--- src/rtl/pkt_acd_pkg.sv ---
package pkt_acd_pkg;
    localparam int SMP_W      = 5;
    localparam int LAG        = 16;
    localparam int LAG_LOG    = $clog2(LAG);
    localparam int EVAL_START = 2 * LAG;
    localparam int PRD_W      = 2 * SMP_W + 1;
    localparam int PSUM_W     = PRD_W + LAG_LOG;
    localparam int EN_W       = 2 * SMP_W;
    localparam int RSUM_W     = EN_W + LAG_LOG;
    localparam int PMAG_W     = 2 * PSUM_W;
    localparam int RSQ_W      = 2 * RSUM_W;
    localparam int R_MAX      = LAG * (2 ** (2 * SMP_W - 1));

    typedef struct packed {
        logic signed [SMP_W-1:0] re;
        logic signed [SMP_W-1:0] im;
    } smp_t;

    typedef struct packed {
        logic signed [PRD_W-1:0] re;
        logic signed [PRD_W-1:0] im;
    } prd_t;

    typedef struct packed {
        logic signed [PSUM_W-1:0] re;
        logic signed [PSUM_W-1:0] im;
    } acc_t;

    typedef enum logic {ST_IDLE = 1'b0, ST_HUNT = 1'b1} hunt_st_t;

    // cur * conj(old)
    function automatic prd_t conj_mul(smp_t cur, smp_t old);
        logic signed [PRD_W-1:0] ar, ai, br, bi;
        prd_t res;
        ar = PRD_W'(cur.re);
        ai = PRD_W'(cur.im);
        br = PRD_W'(old.re);
        bi = PRD_W'(old.im);
        res.re = ar * br + ai * bi;
        res.im = ai * br - ar * bi;
        return res;
    endfunction

    function automatic logic [EN_W-1:0] smp_pwr(smp_t s);
        logic signed [EN_W:0] sr, si, tot;
        sr  = (EN_W+1)'(s.re);
        si  = (EN_W+1)'(s.im);
        tot = sr * sr + si * si;
        return tot[EN_W-1:0];
    endfunction
endpackage

--- src/rtl/acd_lag_line.sv ---
module acd_lag_line #(
    parameter int W     = 10,
    parameter int DEPTH = 16
) (
    input  logic         clk,
    input  logic         rst,
    input  logic         clr,
    input  logic         sh_en,
    input  logic [W-1:0] din,
    output logic [W-1:0] dout
);
    logic [W-1:0] tap [DEPTH];

    always_ff @(posedge clk) begin
        if (rst || clr) begin
            for (int k = 0; k < DEPTH; k++) tap[k] <= '0;
        end else if (sh_en) begin
            tap[0] <= din;
            for (int k = 1; k < DEPTH; k++) tap[k] <= tap[k-1];
        end
    end

    // oldest entry: the value shifted in DEPTH edges ago
    assign dout = tap[DEPTH-1];
endmodule

--- src/rtl/acd_corr_accum.sv ---
module acd_corr_accum
    import pkt_acd_pkg::*;
(
    input  logic              clk,
    input  logic              rst,
    input  logic              clr,
    input  logic              en,
    input  smp_t              x_new,
    output acc_t              psum,
    output logic [RSUM_W-1:0] rsum
);
    smp_t             x_old;
    prd_t             c_new;
    prd_t             c_old;
    logic [EN_W-1:0]  e_new;
    logic [EN_W-1:0]  e_old;

    acd_lag_line #(.W(2*SMP_W), .DEPTH(LAG)) u_smp_line (
        .clk(clk), .rst(rst), .clr(clr), .sh_en(en),
        .din(x_new), .dout(x_old)
    );

    assign c_new = conj_mul(x_new, x_old);
    assign e_new = smp_pwr(x_new);
    assign e_old = smp_pwr(x_old);

    acd_lag_line #(.W(2*PRD_W), .DEPTH(LAG)) u_prd_line (
        .clk(clk), .rst(rst), .clr(clr), .sh_en(en),
        .din(c_new), .dout(c_old)
    );

    always_ff @(posedge clk) begin
        if (rst || clr) begin
            psum <= '0;
            rsum <= '0;
        end else if (en) begin
            psum.re <= psum.re + PSUM_W'(c_new.re) - PSUM_W'(c_old.re);
            psum.im <= psum.im + PSUM_W'(c_new.im) - PSUM_W'(c_old.im);
            rsum    <= rsum + RSUM_W'(e_new) - RSUM_W'(e_old);
        end
    end

    assert_clear_on_arm_R2: assert property (@(posedge clk) disable iff (rst)
        clr |=> (psum == '0 && rsum == '0));

    assert_energy_bound_R3: assert property (@(posedge clk) disable iff (rst)
        rsum <= RSUM_W'(R_MAX));
endmodule

--- src/rtl/acd_metric_cmp.sv ---
module acd_metric_cmp
    import pkt_acd_pkg::*;
#(
    parameter int THR_W  = 4,
    parameter int PSHIFT = 2
) (
    input  acc_t              psum,
    input  logic [RSUM_W-1:0] rsum,
    input  logic [THR_W-1:0]  thres,
    output logic              hit
);
    localparam int LHS_W = PMAG_W + PSHIFT;
    localparam int RHS_W = THR_W + RSQ_W;
    localparam int CMP_W = (LHS_W > RHS_W) ? LHS_W : RHS_W;

    logic signed [PMAG_W-1:0] pr_x, pi_x;
    logic [PMAG_W-1:0]        pmag;
    logic [RSQ_W-1:0]         rsq;
    logic [CMP_W-1:0]         lhs, rhs;

    always_comb begin
        pr_x = PMAG_W'(psum.re);
        pi_x = PMAG_W'(psum.im);
        pmag = $unsigned(pr_x * pr_x + pi_x * pi_x);
        rsq  = RSQ_W'(rsum) * RSQ_W'(rsum);
        lhs  = CMP_W'(pmag) << PSHIFT;
        rhs  = CMP_W'(thres) * CMP_W'(rsq);
        hit  = (rsum != '0) && (lhs >= rhs);
    end
endmodule

--- src/rtl/acd_hunt_ctrl.sv ---
module acd_hunt_ctrl
    import pkt_acd_pkg::*;
#(
    parameter int RUN_W = 4
) (
    input  logic             clk,
    input  logic             rst,
    input  logic             arm,
    input  logic             hit,
    input  logic [RUN_W-1:0] hold_len,
    output logic             shift_en,
    output logic             eval_vld,
    output logic             found
);
    localparam int CNT_W = $clog2(EVAL_START + 2);

    hunt_st_t         st;
    logic [CNT_W-1:0] smp_cnt;
    logic [RUN_W-1:0] run;
    logic [RUN_W:0]   run_nxt;
    logic [RUN_W:0]   hold_eff;

    assign hold_eff = (hold_len == '0) ? (RUN_W+1)'(1) : {1'b0, hold_len};
    assign run_nxt  = {1'b0, run} + 1'b1;
    assign shift_en = (st == ST_HUNT) && !arm;

    always_ff @(posedge clk) begin
        if (rst) begin
            st       <= ST_IDLE;
            smp_cnt  <= '0;
            run      <= '0;
            eval_vld <= 1'b0;
            found    <= 1'b0;
        end else if (arm) begin
            st       <= ST_HUNT;
            smp_cnt  <= '0;
            run      <= '0;
            eval_vld <= 1'b0;
            found    <= 1'b0;
        end else begin
            found <= 1'b0;
            if (st == ST_HUNT) begin
                eval_vld <= (smp_cnt >= CNT_W'(EVAL_START));
                if (smp_cnt <= CNT_W'(EVAL_START)) smp_cnt <= smp_cnt + 1'b1;
            end else begin
                eval_vld <= 1'b0;
            end
            if (eval_vld) begin
                if (hit) begin
                    if (run_nxt >= hold_eff) begin
                        found    <= 1'b1;
                        st       <= ST_IDLE;
                        eval_vld <= 1'b0;
                        run      <= '0;
                    end else begin
                        run <= run_nxt[RUN_W-1:0];
                    end
                end else begin
                    run <= '0;
                end
            end
        end
    end

    assert_found_pulse_R8: assert property (@(posedge clk) disable iff (rst)
        found |=> !found);

    assert_skip_fill_R6: assert property (@(posedge clk) disable iff (rst)
        eval_vld |-> (smp_cnt > CNT_W'(EVAL_START)));
endmodule

--- src/rtl/pkt_acorr_detect.sv ---
module pkt_acorr_detect
    import pkt_acd_pkg::*;
#(
    parameter int THR_W  = 4,
    parameter int RUN_W  = 4,
    parameter int PSHIFT = 2
) (
    input  logic                    clk,
    input  logic                    rst,
    input  logic                    arm,
    input  logic signed [SMP_W-1:0] in_re,
    input  logic signed [SMP_W-1:0] in_im,
    input  logic [THR_W-1:0]        thres,
    input  logic [RUN_W-1:0]        hold_len,
    output logic                    pkt_found
);
    smp_t              x_new;
    acc_t              psum;
    logic [RSUM_W-1:0] rsum;
    logic              shift_en;
    logic              eval_vld;
    logic              hit;

    assign x_new.re = in_re;
    assign x_new.im = in_im;

    acd_corr_accum u_accum (
        .clk(clk), .rst(rst), .clr(arm), .en(shift_en),
        .x_new(x_new), .psum(psum), .rsum(rsum)
    );

    acd_metric_cmp #(.THR_W(THR_W), .PSHIFT(PSHIFT)) u_cmp (
        .psum(psum), .rsum(rsum), .thres(thres), .hit(hit)
    );

    acd_hunt_ctrl #(.RUN_W(RUN_W)) u_ctrl (
        .clk(clk), .rst(rst), .arm(arm), .hit(hit), .hold_len(hold_len),
        .shift_en(shift_en), .eval_vld(eval_vld), .found(pkt_found)
    );

    assert_found_after_hit_R7: assert property (@(posedge clk) disable iff (rst)
        pkt_found |-> ($past(hit) && $past(eval_vld)));
endmodule

--- config.mk ---
export PLATFORM = sky130hd
export DESIGN_NAME = pkt_acorr_detect
export DESIGN_NICKNAME = d
export VERILOG_FILES = /design/src/rtl/pkt_acd_pkg.sv /design/src/rtl/acd_lag_line.sv /design/src/rtl/acd_corr_accum.sv /design/src/rtl/acd_metric_cmp.sv /design/src/rtl/acd_hunt_ctrl.sv /design/src/rtl/pkt_acorr_detect.sv
export SDC_FILE = /design/constraint.sdc
export NUM_CORES = 2
export LEC_CHECK = 0
export ABC_AREA = 1
export BUFFER_PORTS_ARGS = -buffer_cell sky130_fd_sc_hd__buf_4
export CORE_ASPECT_RATIO = 1.2
export CORE_MARGIN = 2
export CORE_UTILIZATION = 48
export CTS_CLUSTER_SIZE = 10
export DETAILED_ROUTE_END_ITERATION = 10
export GPL_TIMING_DRIVEN = 0
export PLACE_DENSITY = 0.62
export SLEW_MARGIN = 5
export SYNTH_ARGS = -nofsm -noshare
export SYNTH_HDL_FRONTEND = slang
export SYNTH_SLANG_ARGS = --single-unit
--- constraint.sdc ---
create_clock -name clk -period 21 [get_ports clk]
set_input_delay 2.1 -clock clk [delete_from_list [all_inputs] [get_ports clk]]
set_output_delay 2.1 -clock clk [all_outputs]
set_load 0.01 [all_outputs]
==> run metrics <==
outcome=finished clean; drt first-iter violations=about 2,000; Slew HR=roughly 40%; Buf/Inv on CP=9; hold crit path type=register to register; IR drop worst, VDD=about 0.17 mV; final hold violation count=0; switch share=48.15%; Slew @ Worst Pin=between 0.9 and 1 ns; gp weighted congestion=between 0.9 and 1; first-pass GRT wire length=roughly 210,000 um; I/O pin count=22; Most common cell on crit path=nand2_1; Clk pwr share=between 15 and 20%; Worst-Skew Late Latency=0.62 ns; Startpoint Class=register; post-synthesis compound-gate area fraction=under 10%; delay-heaviest family, CP=adder cells; Port Buffers=18; clk_skew=around 0.029 ns; drt first pass iters=8; Synth top cells by count=inv_1 (1,907), nand2_1 (857), fa_1 (829), nor2_1 (755), edfxtp_1 (512); slowest stage delay, CP=around 0.56 ns; post-synth top area share=between 20% and 30%; vias per cell=between 4 and 5; crit-path max FO=10; Setup crit end kind=register; share of power burned in registers=between 20 and 25%; drt drc=0; final setup fails=0; Root Buffer=clkbuf_16; switching power=between 3 and 4 mW; r2r endpoint=u_ctrl.st; Slew Viols, Final=0; hold buffer count at cts=0; EDFF count, synth=512; Max clock buf depth=3; initial core utilization=between 40 and 50%; largest family of logic cells by synthesized area=adder cells; Synth Area in XOR/XNOR=2.402%; Post-synth top flop=edfxtp_1; WL per Instance=between 15 and 20 um; Highest Clock Rate=about 97 MHz; CP arrival=roughly 11 ns; Final Routed Wirelength=130,800 um; Die Wd=roughly 320 um; Routed Antenna Nets=0; num rows=~140; Core Area=119,300 um^2; post-synthesis mux area share=0%; area share of fa/ha/maj cells after synthesis=38.75%; Mapped Nets=~7,600; hold path depth=2; Post-Synth Simple-Gate Area=between 10 and 15%; YS warnings=0; # fillers=roughly 11,000; period utilization=just under 50%; #FFs+latches synth=569; Setup Buffers After CTS=0; Clock Sink Count=around 570; count leader, synth=inv_1; syn avg cell area=just over 9 um^2; die area=122,800 um^2; Die Ht=approximately 380 um; Pleak=roughly 32 nW; Yosys top cell by area=fa_1; pre-CTS setup slack=10.76 ns; Yosys cell types=49; fin util=51.83%; vias in the first global route=41,430; largest net degree at the start of global routing=70; min cycle time layout=10.34 ns; kind of critical path=register to register; Cell Int Power=3.506 mW; hpwl dp=approximately 110,000 um; Worst-path clk slew=about 0.050 ns; CTS resizes=0; RSZ-0062 raised after global routing=no; htree depth=3; grt ovf=0; Gate power share=63.9%; final worst setup slack=approximately 11 ns; DR vias=approximately 39,000; Reg2Reg Setup Slack=around 11 ns; asr flop ratio synth=0%; Syn Inst Count=6,333; Hold Startpoint=u_ctrl.smp_cnt[5]; GRT Total Usage=22.18%; CTS Buf Count=67; reg-to-reg critical path startpoint=u_accum.rsum[7]; Worst Path Required=~22 ns; Synth Cell Area=57,620 um^2; Seq/Total Area, Yosys=about 29%; MaxCap Viol Count=0; power per cell area=roughly 110 nW/um^2; CP max stage cell=fa_1; nets=between 7,000 and 8,000; Reg2Reg Depth=42; layout cell share with drive strength beyond 1=under 10%; ranking of synthesized cells by area=fa_1 (29%), edfxtp_1 (27%), inv_1 (12%), ha_1 (9.9%), nand2_1 (5.6%); Area growth syn-to-layout=7.311%; CTS tree=yes; hold worst-path end=u_ctrl.smp_cnt[5]; initial antenna violation count=5
==> power by group through the flow <==
stage / registers, mW / logic [mW] / clock network (mW)
global placement: 1.45 / 4.27 / 0
finish: 1.39 / 4.32 / 1.05
floorplan: 1.41 / 3.21 / 0
CTS: 1.39 / 4.36 / 1.08
global route: 1.39 / 4.97 / 1.12
detailed placement: 1.41 / 4.33 / 0
==> worst min-delay path, stage by stage (launching register included) <==
cell and delay, ns:
dfxtp_1 0.32, inv_1 0.05, a21oi_1 0.05
==> routing by layer <==
| metal | wire (um) | track usage [%] |
|---|---|---|
| met4 | 4451 | 7.320 |
| met3 | 4680 | 2.325 |
| met2 | 66590 | 40.49 |
| met5 | 52 | 0 |
| met1 | 54990 | 27.39 |
==> cell type report <==
| class | count | area, um^2 | share of cell area (%) |
|---|---|---|---|
| clock buffers | 88 | 1819 | 2.942 |
| plain buffers | 165 | 635.6 | 1.028 |
| clock inverters | 6 | 98.84 | 0.1599 |
| flip-flops and latches | 569 | 16520 | 26.71 |
| diodes | 1 | 2.502 | 0.004047 |
| inverters | 1914 | 7184 | 11.62 |
| multi-input cells | 3685 | 33290 | 53.83 |
| repair buffers | 26 | 347.8 | 0.5625 |
| well taps | 1551 | 1941 | 3.139 |
==> layout by cell type, fill, tap and decap left out, types with 5 or more instances in the layout <==
| cell | count |
|---|---|
| o22ai_1 | 17 |
| a21o_1 | 27 |
| buf_2 | 7 |
| ha_1 | 458 |
| fa_1 | 829 |
| buf_1 | 6 |
| nand4_1 | 26 |
| xnor2_1 | 76 |
| nor2_1 | 755 |
| inv_1 | 1907 |
| buf_4 | 19 |
| buf_16 | 7 |
| o21ai_2 | 5 |
| nand3_1 | 118 |
| o21bai_1 | 27 |
| o21ai_1 | 5 |
| nand3b_1 | 6 |
| o21ai_0 | 119 |
| nand2_1 | 857 |
| o21a_1 | 8 |
| clkbuf_1 | 168 |
| nor3_1 | 22 |
| nor2_2 | 5 |
| nor4_1 | 6 |
| clkbuf_16 | 70 |
| dfxtp_1 | 57 |
| xor2_1 | 82 |
| or2_2 | 10 |
| edfxtp_1 | 512 |
| or2_1 | 8 |
| a21oi_1 | 188 |
==> worst max-delay path by stage <==
stage                    startpoint                            end  slack [ns]  depth (start not counted)
floorplan                       arm   u_accum.u_prd_line.tap[0][0]        3.48                          5
global placement                arm  u_accum.u_smp_line.tap[0][47]       -2.60                          6
detailed placement  u_accum.rsum[7]                      u_ctrl.st       10.76                         42
CTS                 u_accum.rsum[7]                      u_ctrl.st       10.74                         42
global route        u_accum.rsum[7]                      u_ctrl.st       10.00                         44
finish              u_accum.rsum[7]                      u_ctrl.st       10.66                         42
==> state kept, by name (all words and copies together), names as in the netlist <==
register,flops
u_accum.u_prd_line.tap,352
u_accum.u_smp_line.tap,160
u_accum.psum,30
u_accum.rsum,14
u_ctrl.smp_cnt,6
u_ctrl.run,4
u_ctrl.eval_vld,1
u_ctrl.found,1
u_ctrl.st,1
==> metrics by stage <==
step | cells | hold WS (ns) | TNS (ns) | power (mW) | cell area (um^2)
floorplan | 6333 | 0.4387 | 0 | 4.614 | 57620
global route | 8005 | 0.5047 | 0 | 7.483 | 61830
finish | 8005 | 0.4684 | 0 | 6.762 | 61830
CTS | 8004 | 0.4668 | 0 | 6.822 | 61830
global placement | 7902 | 0.4549 | -1331.61 | 5.719 | 59690
detailed placement | 7910 | 0.4588 | 0 | 5.742 | 59910
==> cells by family after synthesis <==
group	Yosys count
AO/OA/AOI/OAI	417
buffers and inverters	2079
XOR/XNOR	158
adder cells (fa/ha/maj)	1287
AND/OR/NAND/NOR	1823
flip-flops	569
(Power assumes the default switching activity.)
